==> src/rtl/rom_chk_pkg.sv <==
package rom_chk_pkg;

    typedef enum logic [2:0] {
        S_IDLE,
        S_BUS,
        S_PLACE,
        S_SUM,
        S_DONE
    } chk_state_t;

    localparam logic [1:0] FC_NONE  = 2'd0;
    localparam logic [1:0] FC_BUS   = 2'd1;
    localparam logic [1:0] FC_PLACE = 2'd2;
    localparam logic [1:0] FC_SUM   = 2'd3;

endpackage

==> src/rtl/rom_chk_addr_gen.sv <==
module rom_chk_addr_gen #(
    parameter int                 ADDR_W    = 16,
    parameter int                 OFF_W     = 8,
    parameter logic [ADDR_W-1:0]  BASE_ADDR = '0
) (
    input  logic              clk,
    input  logic              rst_n,
    input  logic              load,
    input  logic [OFF_W-1:0]  load_off,
    input  logic              issue,
    output logic [OFF_W-1:0]  off,
    output logic [ADDR_W-1:0] rd_addr,
    output logic              rvalid,
    output logic [OFF_W-1:0]  roff
);

    // Offset of the next read; the return pipe tracks the read in flight.
    always_ff @(posedge clk or negedge rst_n) begin
        if (!rst_n) begin
            off    <= '0;
            rvalid <= 1'b0;
            roff   <= '0;
        end else begin
            if (load)
                off <= load_off;
            else if (issue)
                off <= off + 1'b1;
            rvalid <= issue;
            if (issue)
                roff <= off;
        end
    end

    assign rd_addr = BASE_ADDR + ADDR_W'(off);

endmodule

==> src/rtl/rom_chk_spiral.sv <==
module rom_chk_spiral #(
    parameter int SUM_W = 16
) (
    input  logic             clk,
    input  logic             rst_n,
    input  logic             clr,
    input  logic             en,
    input  logic [7:0]       din,
    output logic [SUM_W-1:0] acc
);

    logic [SUM_W-1:0] rotated;

    // Rotate left by one, then add the byte; the carry out is dropped.
    assign rotated = {acc[SUM_W-2:0], acc[SUM_W-1]};

    always_ff @(posedge clk or negedge rst_n) begin
        if (!rst_n)
            acc <= '0;
        else if (clr)
            acc <= '0;
        else if (en)
            acc <= rotated + SUM_W'(din);
    end

endmodule

==> src/rtl/rom_chk_top.sv <==
module rom_chk_top
    import rom_chk_pkg::*;
#(
    parameter int                 ADDR_W    = 16,
    parameter logic [ADDR_W-1:0]  BASE_ADDR = 16'hE000,
    parameter int                 ROM_BYTES = 256
) (
    input  logic              clk,
    input  logic              rst_n,
    input  logic              start,
    output logic              rd_en,
    output logic [ADDR_W-1:0] rd_addr,
    input  logic [7:0]        rd_data,
    output logic              done,
    output logic              pass,
    output logic [1:0]        fail_code
);

    localparam int               OFF_W      = (ROM_BYTES > 2) ? $clog2(ROM_BYTES) : 1;
    localparam logic [OFF_W-1:0] OFF_PAT_A  = OFF_W'(0);
    localparam logic [OFF_W-1:0] OFF_PAT_B  = OFF_W'(1);
    localparam logic [OFF_W-1:0] OFF_PLACE  = OFF_W'(2);
    localparam logic [OFF_W-1:0] OFF_SUM_HI = OFF_W'(ROM_BYTES - 2);
    localparam logic [OFF_W-1:0] OFF_LAST   = OFF_W'(ROM_BYTES - 1);
    localparam logic [7:0]       PLACE_BYTE = BASE_ADDR[ADDR_W-1 -: 8];

    chk_state_t       state, state_nx;
    logic [1:0]       code_q;
    logic [7:0]       pat_q, sum_hi_q;
    logic             stage_done_q;
    logic [OFF_W-1:0] stage_last;
    logic             issue, load;
    logic [OFF_W-1:0] load_off;
    logic [OFF_W-1:0] off, roff;
    logic             rvalid;
    logic [15:0]      acc;
    logic             acc_en;
    logic             busy;
    logic             bus_ok, place_ok, sum_ok;
    logic             last_back;

    rom_chk_addr_gen #(
        .ADDR_W   (ADDR_W),
        .OFF_W    (OFF_W),
        .BASE_ADDR(BASE_ADDR)
    ) u_addr (
        .clk     (clk),
        .rst_n   (rst_n),
        .load    (load),
        .load_off(load_off),
        .issue   (issue),
        .off     (off),
        .rd_addr (rd_addr),
        .rvalid  (rvalid),
        .roff    (roff)
    );

    rom_chk_spiral #(
        .SUM_W(16)
    ) u_sum (
        .clk  (clk),
        .rst_n(rst_n),
        .clr  (load && (state != S_PLACE)),
        .en   (acc_en),
        .din  (rd_data),
        .acc  (acc)
    );

    // Last offset that each reading state must issue.
    always_comb begin
        unique case (state)
            S_BUS:   stage_last = OFF_PAT_B;
            S_PLACE: stage_last = OFF_PLACE;
            S_SUM:   stage_last = OFF_LAST;
            default: stage_last = '0;
        endcase
    end

    assign busy      = (state == S_BUS) || (state == S_PLACE) || (state == S_SUM);
    assign issue     = busy && !stage_done_q;
    assign last_back = rvalid && (roff == stage_last);
    assign acc_en    = (state == S_SUM) && rvalid && (roff < OFF_SUM_HI);
    assign bus_ok    = (rd_data == ~pat_q);
    assign place_ok  = (rd_data == PLACE_BYTE);
    assign sum_ok    = ({sum_hi_q, rd_data} == acc);

    // Next-state logic together with the offset loads.
    always_comb begin
        state_nx = state;
        load     = 1'b0;
        load_off = OFF_PAT_A;
        unique case (state)
            S_IDLE, S_DONE: begin
                if (start) begin
                    state_nx = S_BUS;
                    load     = 1'b1;
                    load_off = OFF_PAT_A;
                end
            end
            S_BUS: begin
                if (last_back) begin
                    if (bus_ok) begin
                        state_nx = S_PLACE;
                        load     = 1'b1;
                        load_off = OFF_PLACE;
                    end else begin
                        state_nx = S_DONE;
                    end
                end
            end
            S_PLACE: begin
                if (last_back) begin
                    if (place_ok) begin
                        state_nx = S_SUM;
                        load     = 1'b1;
                        load_off = OFF_PAT_A;
                    end else begin
                        state_nx = S_DONE;
                    end
                end
            end
            S_SUM: begin
                if (last_back)
                    state_nx = S_DONE;
            end
            default: state_nx = S_IDLE;
        endcase
    end

    // State register and the data it carries.
    always_ff @(posedge clk or negedge rst_n) begin
        if (!rst_n) begin
            state        <= S_IDLE;
            code_q       <= FC_NONE;
            pat_q        <= '0;
            sum_hi_q     <= '0;
            stage_done_q <= 1'b0;
        end else begin
            state <= state_nx;
            if (load)
                stage_done_q <= 1'b0;
            else if (issue && (off == stage_last))
                stage_done_q <= 1'b1;
            if ((state == S_IDLE || state == S_DONE) && start)
                code_q <= FC_NONE;
            else if (last_back) begin
                unique case (state)
                    S_BUS:   if (!bus_ok)   code_q <= FC_BUS;
                    S_PLACE: if (!place_ok) code_q <= FC_PLACE;
                    S_SUM:   if (!sum_ok)   code_q <= FC_SUM;
                    default: ;
                endcase
            end
            if ((state == S_BUS) && rvalid && (roff == OFF_PAT_A))
                pat_q <= rd_data;
            if ((state == S_SUM) && rvalid && (roff == OFF_SUM_HI))
                sum_hi_q <= rd_data;
        end
    end

    // Outputs.
    always_comb begin
        rd_en     = issue;
        done      = (state == S_DONE);
        pass      = (state == S_DONE) && (code_q == FC_NONE);
        fail_code = code_q;
    end

endmodule

==> config.mk <==
export PLATFORM = sky130hd
export DESIGN_NAME = rom_chk_top
export DESIGN_NICKNAME = d
export VERILOG_FILES = /design/src/rtl/rom_chk_pkg.sv /design/src/rtl/rom_chk_addr_gen.sv /design/src/rtl/rom_chk_spiral.sv /design/src/rtl/rom_chk_top.sv
export SDC_FILE = /design/constraint.sdc
export NUM_CORES = 1
export LEC_CHECK = 0
export BUFFER_PORTS_ARGS = -buffer_cell sky130_fd_sc_hd__buf_2
export CAP_MARGIN = 5
export CORE_MARGIN = 8
export CORE_UTILIZATION = 30
export DETAILED_ROUTE_END_ITERATION = 8
export SYNTH_ARGS = -nofsm -noshare
export SYNTH_HDL_FRONTEND = slang
export SYNTH_SLANG_ARGS = --single-unit
export TNS_END_PERCENT = 20
==> constraint.sdc <==
create_clock -name clk -period 2.97 [get_ports clk]
set_input_delay 0.594 -clock clk [delete_from_list [all_inputs] [get_ports clk]]
set_output_delay 0.594 -clock clk [all_outputs]
set_load 0.01 [all_outputs]
=== Word level (Yosys, flattened, before mapping) ===
Cells that the tools add are included.

* Add/sub/neg operators: 3
* $lt $le $gt $ge: 1
* Equal/unequal tests: 18
* Multiplexer cells: 29
* Bitwise logic cells: 1
* Reductions and logical operators: 26

{| class="wikitable"
|+ Operators by type and width
! cell !! count
|-
| $mux 16 || 2
|-
| $eq 8x8->1 || 3
|-
| $pmux 8 s3 || 1
|-
| $mux 3 || 6
|-
| $add 16x8->16 || 1
|-
| $eq 16x16->1 || 1
|-
| $eq 8x8->1 const B || 2
|-
| $mux 2 || 8
|-
| $mux 8 || 2
|-
| $add 14x9->15 const A || 1
|-
| $ne 3x2->1 const B || 4
|-
| $pmux 3 s4 || 1
|-
| $logic_and 1x1->1 || 11
|-
| $add 8x1->8 const B || 1
|-
| $logic_not 8->1 || 1
|-
| $lt 8x8->1 const B || 1
|-
| $ne 2x2->1 const B || 4
|-
| $not 8->8 || 1
|-
| $reduce_bool 2->1 || 4
|-
| $mux 1 || 7
|-
| $eq 3x2->1 const B || 2
|-
| $pmux 2 s3 || 1
|-
| $reduce_and 5->1 || 1
|-
| $reduce_and 4->1 || 1
|-
| 9 further kinds || 11
|}

* Register bits: 55
* Output and inout port bits: 21
* Logic and storage cells: 87

=== Longest topological paths before layout ===
Gate-level depths: netlist of run 1.

* Word-level depth: 8
* Depth in mapped cells: 8
* Depth with buffers taken out: 8

=== By module ===
A second synthesis of run 1 with hierarchy kept.

* Cells, all modules: 383
* Area total of the unflattened synthesis: 3757.4 sq um

{| class="wikitable"
|+ By module, submodules not included
! module !! instances !! cells an instance !! area an instance (sq um)
|-
| rom_chk_top || 1 || 153 || 1574.0
|-
| rom_chk_spiral || 1 || 146 || 1301.2
|-
| rom_chk_addr_gen || 1 || 84 || 882.1
|}

=== Worst setup path after synthesis of run 1 ===
OpenSTA, ideal clock, no wires.

* Path kind: in2reg
* Start: input rd_data[0]
* End: register u_sum.acc[12]
* Library setup time: 0.094 ns
* Data arrival time: 2.401 ns
* Slack: 0.475 ns
* Cell stages on the path: 8
* Path buffers: 0
* Cells stage by stage: ha_1 fa_1 a21o_1 a221o_1 o41a_1 nand3_1 xor2_1 a211oi_1

* Cells in the longest elaborated chain, start to end: 6
* Elaborated cells between the ends (all ways): 12
* Those cells by class: add/sub (1); eq/ne (2); mux (7); reduce/logical (2)

{| class="wikitable"
|+ RTL lines
! what !! RTL line !! RTL
|-
| start, declared || rom_chk_top.sv:13 || <nowiki>input logic [7:0] rd_data,</nowiki>
|-
| parallel branches: the longest is 6 deep, another holds $add 16x8->16 || n/a ||
|-
| end signal, assigned || rom_chk_spiral.sv:23 || <nowiki>acc <= rotated + SUM_W'(din);</nowiki>
|-
| end, declared || rom_chk_spiral.sv:9 || <nowiki>output logic [SUM_W-1:0] acc</nowiki>
|}

Parallel ways; which one is timed is not known. The select of a mux whose other input is x is not followed.
A chain may end at the register's enable or synchronous reset.

=== Worst setup path in the final report of run 1 ===
* Start: register u_sum.acc[15]
* End: register u_sum.acc[12]

* Cells in the longest elaborated chain, start to end: 3

{| class="wikitable"
|+ RTL lines
! what !! RTL line !! RTL
|-
| $add 16x8->16 || rom_chk_spiral.sv:23 ||
|-
| $mux 16 || rom_chk_spiral.sv:22 || <nowiki>else if (en)</nowiki>
|-
| $mux 16 || rom_chk_spiral.sv:20 || <nowiki>else if (clr)</nowiki>
|}

No other way between the ends. The select of a mux whose other input is x is not followed.

==> impl_metrics.json, run 1 <==
{
  "outcome": "finished clean",
  "grt_max_degree": 34,
  "dieArea_mm2": 0.01526,
  "dr.pass1.iters": 5,
  "fin_worst_skew_ps": 5.313,
  "worstSkewPairLatency_ps": 290,
  "wl_per_cell_um": 15.84,
  "syn_to_final_growth_pct": 12.22,
  "place.gp.congestion": 0.8266,
  "grt_util_all_layers_pct": 11.09,
  "critical_path_class": "register to register",
  "port_buffers": 23,
  "clock.fmax_mhz": 400.4,
  "fp.dieW_um": 123.5,
  "core_mm2": 0.01137,
  "hold_viol_final": 0,
  "drt_iter0_markers": 113,
  "slew_headroom_pct": 57.33,
  "netlist_instances": 339,
  "worst_ep_required_time_ps": 3170,
  "tightest_slew_ps": 634.2,
  "antenna_found_initial": 0,
  "powerDensity_mw_per_mm2": 636.0,
  "r2r-end": "u_sum.acc[12]",
  "cts-root-buf": "clkbuf_16",
  "via_count": 2577,
  "fin_crit_ps": 2497,
  "initial_core_util_pct": 30.52,
  "yosys_warnings": 0,
  "rrSetupSlack_ps": 470,
  "drtAntennaViolNets": 0,
  "cp_top_family": "compound AO/OA/AOI/OAI gates",
  "avgSynthCellArea_um2": 10.23,
  "synth_seq_cells": 55,
  "antenna_cells": 0,
  "grt_overflow": 0,
  "nets": 381,
  "hp-class": "input pin to async pin",
  "rows": 39,
  "post-route-period-util_pct": 84.09,
  "cts_buffer_depth": 2,
  "ctsHtreeMaxLevel": 2,
  "grt_pass1_wl_mm": 13.43,
  "cp-start-kind": "register",
  "hold_slack_ps": 108.8,
  "ff2ff_path_depth": 8,
  "final_area_mm2": 0.003894,
  "synth_cell_type_count": 63,
  "clock-sinks": 55,
  "cp_slowest_cell": "dfrtp_1",
  "peakVddDrop_uv": 384.1,
  "async_reset_ff_share_pct": 100.0,
  "drv_slew": 0,
  "synth-edff-count": 0,
  "path_clk_slew_ps": 70,
  "dpl_cell_area_mm2": 0.003705,
  "cts_setup_buffers": 0,
  "dp_hpwl_mm": 5.945,
  "pre_cts_ws_ps": 185.6,
  "drive_above_1_share_pct": 19.67,
  "synth-seq-area-share_pct": 39.67,
  "cts_tree": "yes",
  "grt_pass1_vias": 2589,
  "leakage_nw": 1.771,
  "remaining_drc_errors": 0,
  "setup_violations": 0,
  "cts_buffers": 5,
  "worstPathMaxFanout": 4,
  "avgViaCountPerCell": 5.113,
  "wl_mm": 7.985,
  "rsz0062_at_grt": "false",
  "crit_cells": 8,
  "setup_ws_ps": 472.6,
  "worstReg2RegStart": "u_sum.acc[15]",
  "worst_ep_arrival_time_ps": 2700,
  "cts_resized": 0,
  "max_cap_violations": 0,
  "crit_path_max_incr_delay_ps": 440,
  "critPathBufInv": 0,
  "syn_area_mm2": 0.003470,
  "io_pins": 32,
  "die_y_um": 123.5,
  "cp-end-kind": "register",
  "cp_cell_sequence": "ha_1 > fa_1 > a21o_1 > a221o_1 > o41a_1 > nand3_1 > xor2_1 > a211oi_1",
  "setup_tns_ps": 0,
  "synth_flop_cell": "dfrtp_1",
  "cts_hold_buf": 0
}
==> metrics by stage <==
stage / util, % / instances / power (mW)
2_1_floorplan: - / 345 / 1.552
3_3_place_gp: 32.58 / 496 / 1.737
3_5_place_dp: 32.58 / 496 / 1.751
4_1_cts: 34.25 / 504 / 2.508
5_1_grt: 34.25 / 504 / 2.620
6_report: 34.25 / 504 / 2.477
==> flip-flops by register name, summed over array words and instances, names as in the netlist, 2 cells and up <==
register / cells
fail_code: 2
pat_q: 8
state: 3
sum_hi_q: 8
u_addr.off: 8
u_addr.roff: 8
u_sum.acc: 16
==> where the power goes <==
part | switching (mW) | internal [mW] | leakage, nW | total [mW]
registers | 0.155 | 0.872 | 0.720 | 1.03
logic | 0.361 | 0.348 | 0.960 | 0.709
clock network | 0.256 | 0.483 | 0.0911 | 0.740
total | 0.773 | 1.70 | 1.77 | 2.48
==> routing by layer <==
layer,part of all wire [%],GRT usage (%),vias to the layer above,routed length (µm)
li1,-,-,1250,-
met1,46,14.22,1263,3710
met2,48,18.59,58,3846
met3,4.3,2.192,6,340
met4,1.1,3.010,0,87
met5,0,0,-,0
==> how the worst max path moves through the flow <==
stage | startpoint | to | slack (ps)
6_report | u_sum.acc[15] | u_sum.acc[12] | 470
5_1_grt | u_sum.acc[15] | u_sum.acc[14] | 330
4_1_cts | u_sum.acc[15] | u_sum.acc[14] | 460
3_5_place_dp | rd_data[0] | u_sum.acc[14] | 190
3_3_place_gp | rd_data[0] | u_sum.acc[12] | 240
2_1_floorplan | rd_data[0] | u_sum.acc[12] | 470
==> cells in the final DEF (no fill, tap or decap), types with 5 or more instances in the layout <==
master     netlist  layout
nor2_1          20      20
clkbuf_16        0       5
nand2_1         21      21
mux2i_1          5       5
conb_1           2       8
and2_1          10      10
xnor2_1         24      24
dfrtp_1         55      55
nand3_1         13      13
ha_1             9       9
buf_2            8      23
a21oi_1         13      13
a211oi_1         7       7
and3_1          11      11
nor4_1           6       6
o21ai_0          5       5
buf_4            8       6
nand4_1          8       8
mux2_2          22      22
xor2_1          19      19
==> cells in the mapped netlist, types with 3 or more instances <==
cell type / instances / area share [%]
xnor2_1: 24 / 6.1
o21ai_0: 5 / 0.72
a21o_1: 4 / 0.87
nand4_1: 8 / 1.4
clkbuf_1: 4 / 0.43
buf_2: 8 / 1.2
mux2_2: 22 / 7.1
and3_1: 11 / 2.0
nand2_1: 21 / 2.3
a211oi_1: 7 / 1.5
xor2_1: 19 / 4.8
mux2_1: 3 / 0.97
dfrtp_1: 55 / 40
ha_1: 9 / 3.2
nor2_1: 20 / 2.2
buf_4: 8 / 1.7
o21a_1: 4 / 0.87
and2_1: 10 / 1.8
inv_1: 3 / 0.32
a21oi_1: 13 / 1.9
nor4_1: 6 / 1.1
a31oi_1: 4 / 0.72
nand3_1: 13 / 1.9
mux2i_1: 5 / 1.4
or3_1: 3 / 0.54
==> final cells by class <==
type	instances	area (µm²)
clock buffers	6	128.9
well taps	143	178.9
fillers	1147	7476
inverters	3	11.26
clock inverters	2	60.06
flip-flops and latches	55	1376
multi-input cells	266	1978
repair buffers	29	160.2
==> cell families after synthesis <==
| kind of cell | Yosys count | share of synthesized area [%] |
|---|---|---|
| DFF | 55 | 39.67 |
| adders and majority gates | 10 | 3.823 |
| buffers and inverters | 24 | 3.967 |
| xor gates and xnor gates | 43 | 10.85 |
| other | 2 | 0.2165 |
| AOI/OAI and AO/OA | 60 | 13.20 |
| and+or+nand+nor | 115 | 18.72 |
| muxes | 30 | 9.556 |
(Power assumes the default switching activity.)
==> run 2, diff against run 1 <==
- clock period: 2.97 -> 2.3 ns (I/O delays scaled with it)
==> run 2 against run 1 <==
Net effect: the flow now finishes with violations (negative setup slack); clock skew increased by 6.9 ps; flip-flop and latch count stayed put; first-iteration DRC count down 4.4%; critical path type unchanged; setup slack worse by 570 ps; non-clock buffer count increased by 25; total power up 25%.
==> impl_metrics.json, run 2 (synthesized netlist as in run 1, its figures left out) <==
{
  "hold_viol_final": 0,
  "syn_to_final_growth_pct": 17.02,
  "worstPathMaxFanout": 4,
  "worst_ep_required_time_ps": 2470,
  "die_y_um": 123.5,
  "antenna_cells": 0,
  "slew_headroom_pct": 51.29,
  "finalPower_mw": 3.107,
  "drt_iter0_markers": 108,
  "worst_ep_arrival_time_ps": 2560,
  "post-route-period-util_pct": 104.1,
  "dieArea_mm2": 0.01526,
  "clock-sinks": 55,
  "drtAntennaViolNets": 0,
  "cts_buffer_depth": 2,
  "rsz0062_at_grt": "true",
  "cp_slowest_cell": "o41a_1",
  "worstSkewPairLatency_ps": 300,
  "grt_max_degree": 32,
  "cp-start-kind": "register",
  "grt_overflow": 0,
  "avgViaCountPerCell": 5.015,
  "pre_cts_ws_ps": -372.6,
  "drv_slew": 0,
  "antenna_found_initial": 0,
  "clock.fmax_mhz": 417.8,
  "dr.pass1.iters": 4,
  "remaining_drc_errors": 0,
  "setup_violations": 3,
  "grt_pass1_vias": 2764,
  "cts_buffers": 5,
  "sw_frac_of_total_pct": 34.17,
  "via_count": 2653,
  "setup_ws_ps": -93.70,
  "cts_tree": "yes",
  "hp-class": "input pin to async pin",
  "fin_cells": 529,
  "cp_cell_sequence": "ha_2 > fa_2 > a21o_1 > a221o_1 > o41a_1 > nand3_1 > xor2_1 > a211oi_2",
  "nets": 406,
  "violations": "negative setup slack",
  "drive_above_1_share_pct": 26.42,
  "fin_crit_ps": 2394,
  "final_common_cell": "dfrtp_1",
  "p_int_mw": 2.045,
  "powerDensity_mw_per_mm2": 765.2,
  "peakVddDrop_uv": 369.6,
  "tightest_slew_ps": 730.6,
  "wl_per_cell_um": 15.90,
  "p_seq_share_pct": 42.1,
  "dp_cells": 520,
  "max_cap_violations": 0,
  "comb_power_share_pct": 32.3,
  "largest_register_ffs": 16,
  "grt_util_all_layers_pct": 11.71,
  "critical_path_class": "register to register",
  "outcome": "complete, but fails checks",
  "place.gp.congestion": 0.8389,
  "io_pins": 32,
  "largest-register": "u_sum.acc",
  "leakage_nw": 1.874,
  "port_buffers": 23,
  "layout_common_cells": "dfrtp_1 (54), buf_4 (31), xnor2_1 (24)",
  "path_clk_slew_ps": 80,
  "dp_hpwl_mm": 6.274,
  "crit_path_max_incr_delay_ps": 410,
  "ctsHtreeMaxLevel": 2,
  "wl_mm": 8.412,
  "rows": 39,
  "initial_core_util_pct": 30.52,
  "nFillCells": 1133,
  "cp-end-kind": "register",
  "switchingPower_mw": 1.061,
  "cts-root-buf": "clkbuf_16",
  "core_mm2": 0.01137,
  "power_frac_clock_pct": 25.6,
  "grt_pass1_wl_mm": 14.14,
  "fin_worst_skew_ps": 12.20,
  "fp.dieW_um": 123.5
}
## run 2: per-layer routing
| metal | vias up | share of wire, % | track usage [%] |
|---|---|---|---|
| li1 | 1299 | - | - |
| met1 | 1306 | 47 | 15.21 |
| met2 | 42 | 49 | 19.40 |
| met3 | 6 | 3.0 | 1.963 |
| met4 | 0 | 1.0 | 3.762 |
| met5 | - | 0 | 0 |
## run 2: worst max-delay path, delay by kind of cell, from the launching register on
kind / cells / cell delay, ps
adders and majority gates: 2 / 540
DFF: 1 / 400
xor gates and xnor gates: 1 / 190
and+or+nand+nor: 1 / 130
AOI/OAI and AO/OA: 4 / 1000
## run 2: layout make-up
class	instances	area [µm²]	area share [%]
multi-input cells	266	1992	49.06
flip-flops and latches	55	1378	33.93
repair buffers	54	347.8	8.567
well taps	143	178.9	4.407
clock buffers	5	125.1	3.082
clock inverters	3	27.53	0.6780
inverters	3	11.26	0.2774
## run 2: timing repair
action,4_1_cts,5_1_grt
setup buffers,0,1
cloned,0,0
resized for setup,2,4
endpoints found under the hold margin,0,0
setup endpoints to repair,5,7
pin swaps,8,4
hold buffers,0,0
## run 2: final timing paths
path,slack [ps],to,cells past startpoint,startpoint
worst max-delay path,-90,u_sum.acc[14],8,u_sum.acc[15]
worst min-delay path,210,u_sum.acc[7],1,rst_n
worst max register to register,-90,u_sum.acc[14],8,u_sum.acc[15]
worst min register to register,520,sum_hi_q[3],1,sum_hi_q[3]
max in group asynchronous,1390,u_sum.acc[9],2,rst_n
min in group clk,500,u_addr.off[1],3,start
## run 2: per-stage QoR
step                      TNS, ps  hold WS, ps  util (%)  instance area [µm²]
after floorplan            -182.1        164.4         -                 3492
after CTS                  -465.7        241.2     35.56                 4043
after global placement      -1662        496.8     34.17                 3885
after global routing       -687.0        271.0     35.71                 4060
final                      -231.2        210.9     35.71                 4060
after detailed placement    -2113        505.8     34.17                 3885
## run 2: power groups by stage
stage	sequential [mW]	clock, mW	combinational (mW)
finish	1.31	0.795	1.00
global route	1.34	0.860	1.11
CTS	1.31	0.824	1.01
detailed placement	1.33	0	1.01
global placement	1.32	0	0.987
floorplan	1.27	0	0.733
==> run 3, diff against run 2 <==
- ABC_AREA: default -> 1
- CORE_ASPECT_RATIO: default -> 1.2
- SYNTH_HIERARCHICAL: default -> 1
==> run 3 against run 2 <==
Net effect: the flow now finishes without violations; critical path depth is 6 higher; flip-flop and latch count stayed put; critical path type unchanged; first-iteration DRC count is 89% higher; count of clock-buffer cells in the layout is 2 higher; maximum frequency is 19% higher.
==> impl_metrics.json, run 3 <==
{
  "outcome": "finished clean",
  "grt_pass1_vias": 3445,
  "grt_max_degree": 30,
  "port_buffers": 23,
  "grt.met3_usage_pct": 1.945,
  "dieArea_mm2": 0.01718,
  "largest-register": "u_sum/acc",
  "fp.dieW_um": 121.0,
  "busiest_layer": "met2",
  "use_met1_pct": 14.87,
  "remaining_drc_errors": 0,
  "initial_core_util_pct": 30.38,
  "max_cap_violations": 0,
  "antenna_found_initial": 0,
  "dp_hpwl_mm": 7.577,
  "tightest_slew_ps": 736.4,
  "ctsHtreeMaxLevel": 2,
  "path_clk_slew_ps": 80,
  "clock.fmax_mhz": 497.5,
  "layout_common_cells": "nand2_1 (195), inv_1 (79), nor2_1 (55), dfrtp_1 (55), nand3_1 (49)",
  "cts_tree": "yes",
  "rows": 46,
  "hp-class": "input pin to async pin",
  "ff2ff_path_depth": 14,
  "place.gp.congestion": 0.8585,
  "r2r-end": "u_sum/acc[5]",
  "synth_cell_type_count": 40,
  "cp-start-kind": "register",
  "rsz0062_at_grt": "false",
  "synth_area_leaders": "dfrtp_1 (35%), nand2_1 (18%), inv_1 (7.5%), nand3_1 (6.2%), nor2_1 (5.3%)",
  "antenna_cells": 0,
  "wl_mm": 9.582,
  "hold_viol_final": 0,
  "cts_buffers": 5,
  "synth_flop_cell": "dfrtp_1",
  "drtAntennaViolNets": 0,
  "fin_worst_skew_ps": 8.905,
  "cts_buffer_depth": 2,
  "syn_area_mm2": 0.003969,
  "grtUsageMet2_pct": 20.83,
  "fin_util_pct": 34.10,
  "setup_tns_ps": 0,
  "yosys.area.top_type": "dfrtp_1",
  "nets": 637,
  "dr.pass1.iters": 4,
  "rrSetupSlack_ps": 290,
  "avgSynthCellArea_um2": 6.819,
  "powerDensity_mw_per_mm2": 464.6,
  "avgViaCountPerCell": 4.510,
  "nFillCells": 1457,
  "leakage_nw": 2.425,
  "fin_crit_ps": 2010,
  "cp-end-kind": "register",
  "grt_overflow": 0,
  "grt_util_all_layers_pct": 11.92,
  "cts-root-buf": "clkbuf_16",
  "pre_cts_ws_ps": 121.7,
  "core_mm2": 0.01307,
  "cts_setup_buffers": 0,
  "ys_top_cells_by_count": "nand2_1 (195), inv_1 (79), nor2_1 (56), dfrtp_1 (55), nand3_1 (49)",
  "worstReg2RegStart": "state[2]",
  "final_common_cell": "nand2_1",
  "drt_iter0_markers": 204,
  "netlist_instances": 582,
  "setup_ws_ps": 290.1,
  "drive_above_1_share_pct": 14.42,
  "worstSkewPairLatency_ps": 290,
  "io_pins": 32,
  "slew_headroom_pct": 50.91,
  "peakVddDrop_uv": 307.0,
  "yosysTopAreaCellShare_pct": 34.68,
  "synth-edff-count": 0,
  "drv_slew": 0,
  "clock-sinks": 55,
  "die_y_um": 142.0,
  "worstPathMaxFanout": 6,
  "post-route-period-util_pct": 87.39,
  "worst_ep_arrival_time_ps": 2190,
  "yosys_warnings": 6,
  "synth-seq-area-share_pct": 34.68,
  "synth.most_common_cell": "nand2_1",
  "worst_ep_required_time_ps": 2480,
  "critical_path_class": "register to register",
  "via_count": 3540,
  "async_reset_ff_share_pct": 100.0,
  "largest_register_ffs": 16,
  "setup_violations": 0,
  "grt_pass1_wl_mm": 16.79,
  "synth_seq_cells": 55,
  "cts_hold_buf": 0,
  "wl_per_cell_um": 12.21,
  "syn_to_final_growth_pct": 12.26,
  "cts_resized": 0
}
[run 3: cell types whose count changed after synthesis, moves of 15 or more]
cell / change
inv_1: +76
mux2_2: -22
nand2_1: +174
nand3_1: +36
nor2_1: +36
o21ai_2: +15
xnor2_1: -16
xor2_1: -16
[run 3: where the power goes]
part	internal, mW	switching, mW	leakage [nW]	total, mW
clock	0.465	0.359	0.0761	0.824
combinational	0.0878	0.177	1.74	0.265
sequential	0.973	0.00827	0.608	0.981
[run 3: logic make-up (layout without fill, tap and decap cells)]
family / Yosys count / count (layout) / synth area share [%]
buffers and inverters: 104 / 127 / 12.04
DFF: 55 / 55 / 34.68
AOI/OAI and AO/OA: 60 / 60 / 9.773
xor gates and xnor gates: 11 / 11 / 2.428
and+or+nand+nor: 339 / 339 / 37.45
other: 3 / 15 / 0.2837
adders and majority gates: 10 / 10 / 3.342
[run 3: layout make-up]
type                            instances  area (µm²)  share of cell area (%)
Sequential cell                        55        1376                   30.89
Clock inverter                          1       7.507                  0.1685
Clock buffer                            7       152.6                   3.426
Multi-Input combinational cell        435        2166                   48.61
Timing Repair Buffer                   37       232.7                   5.223
Inverter                               82       310.3                   6.964
Tap cell                              168       210.2                   4.718
[run 3: worst max path at each step]
stage | from | end | slack, ps | cells past startpoint
floorplan | state[2] | u_addr/off[2] | 440 | 13
global placement | rd_data[1] | u_sum/acc[5] | 120 | 14
detailed placement | rd_data[1] | u_sum/acc[6] | 120 | 14
CTS | state[2] | u_sum/acc[4] | 150 | 12
global route | state[0] | u_sum/acc[8] | 50 | 12
finish | state[2] | u_sum/acc[5] | 290 | 14
[run 3: worst max-delay path, cell delays in order, from the launching register on]
cell     delay (ps)
dfrtp_1         430
inv_2           140
nand2_4         110
nor2_8          110
inv_4            60
a21oi_1         120
o21ai_1          90
nor2_1          120
nand2_1          90
a21oi_2         160
nor2_1           80
inv_1           170
a21oi_1          50
o21ai_0          90
nand2_1          70
[run 3: routing by layer]
metal	share of wire (%)	wire length [µm]
met5	0	0
met4	0.90	86
met1	46	4402
met2	50	4812
met3	2.9	281
[run 3: metrics by stage]
step	instance area, µm²	cells	power, mW	hold slack, ps
after floorplan	4014	594	1.181	164.4
after global placement	4289	777	1.267	464.8
after detailed placement	4289	777	1.267	469.5
after CTS	4449	785	2.099	252.4
after global routing	4456	785	2.188	277.3
final	4456	785	2.070	228.5
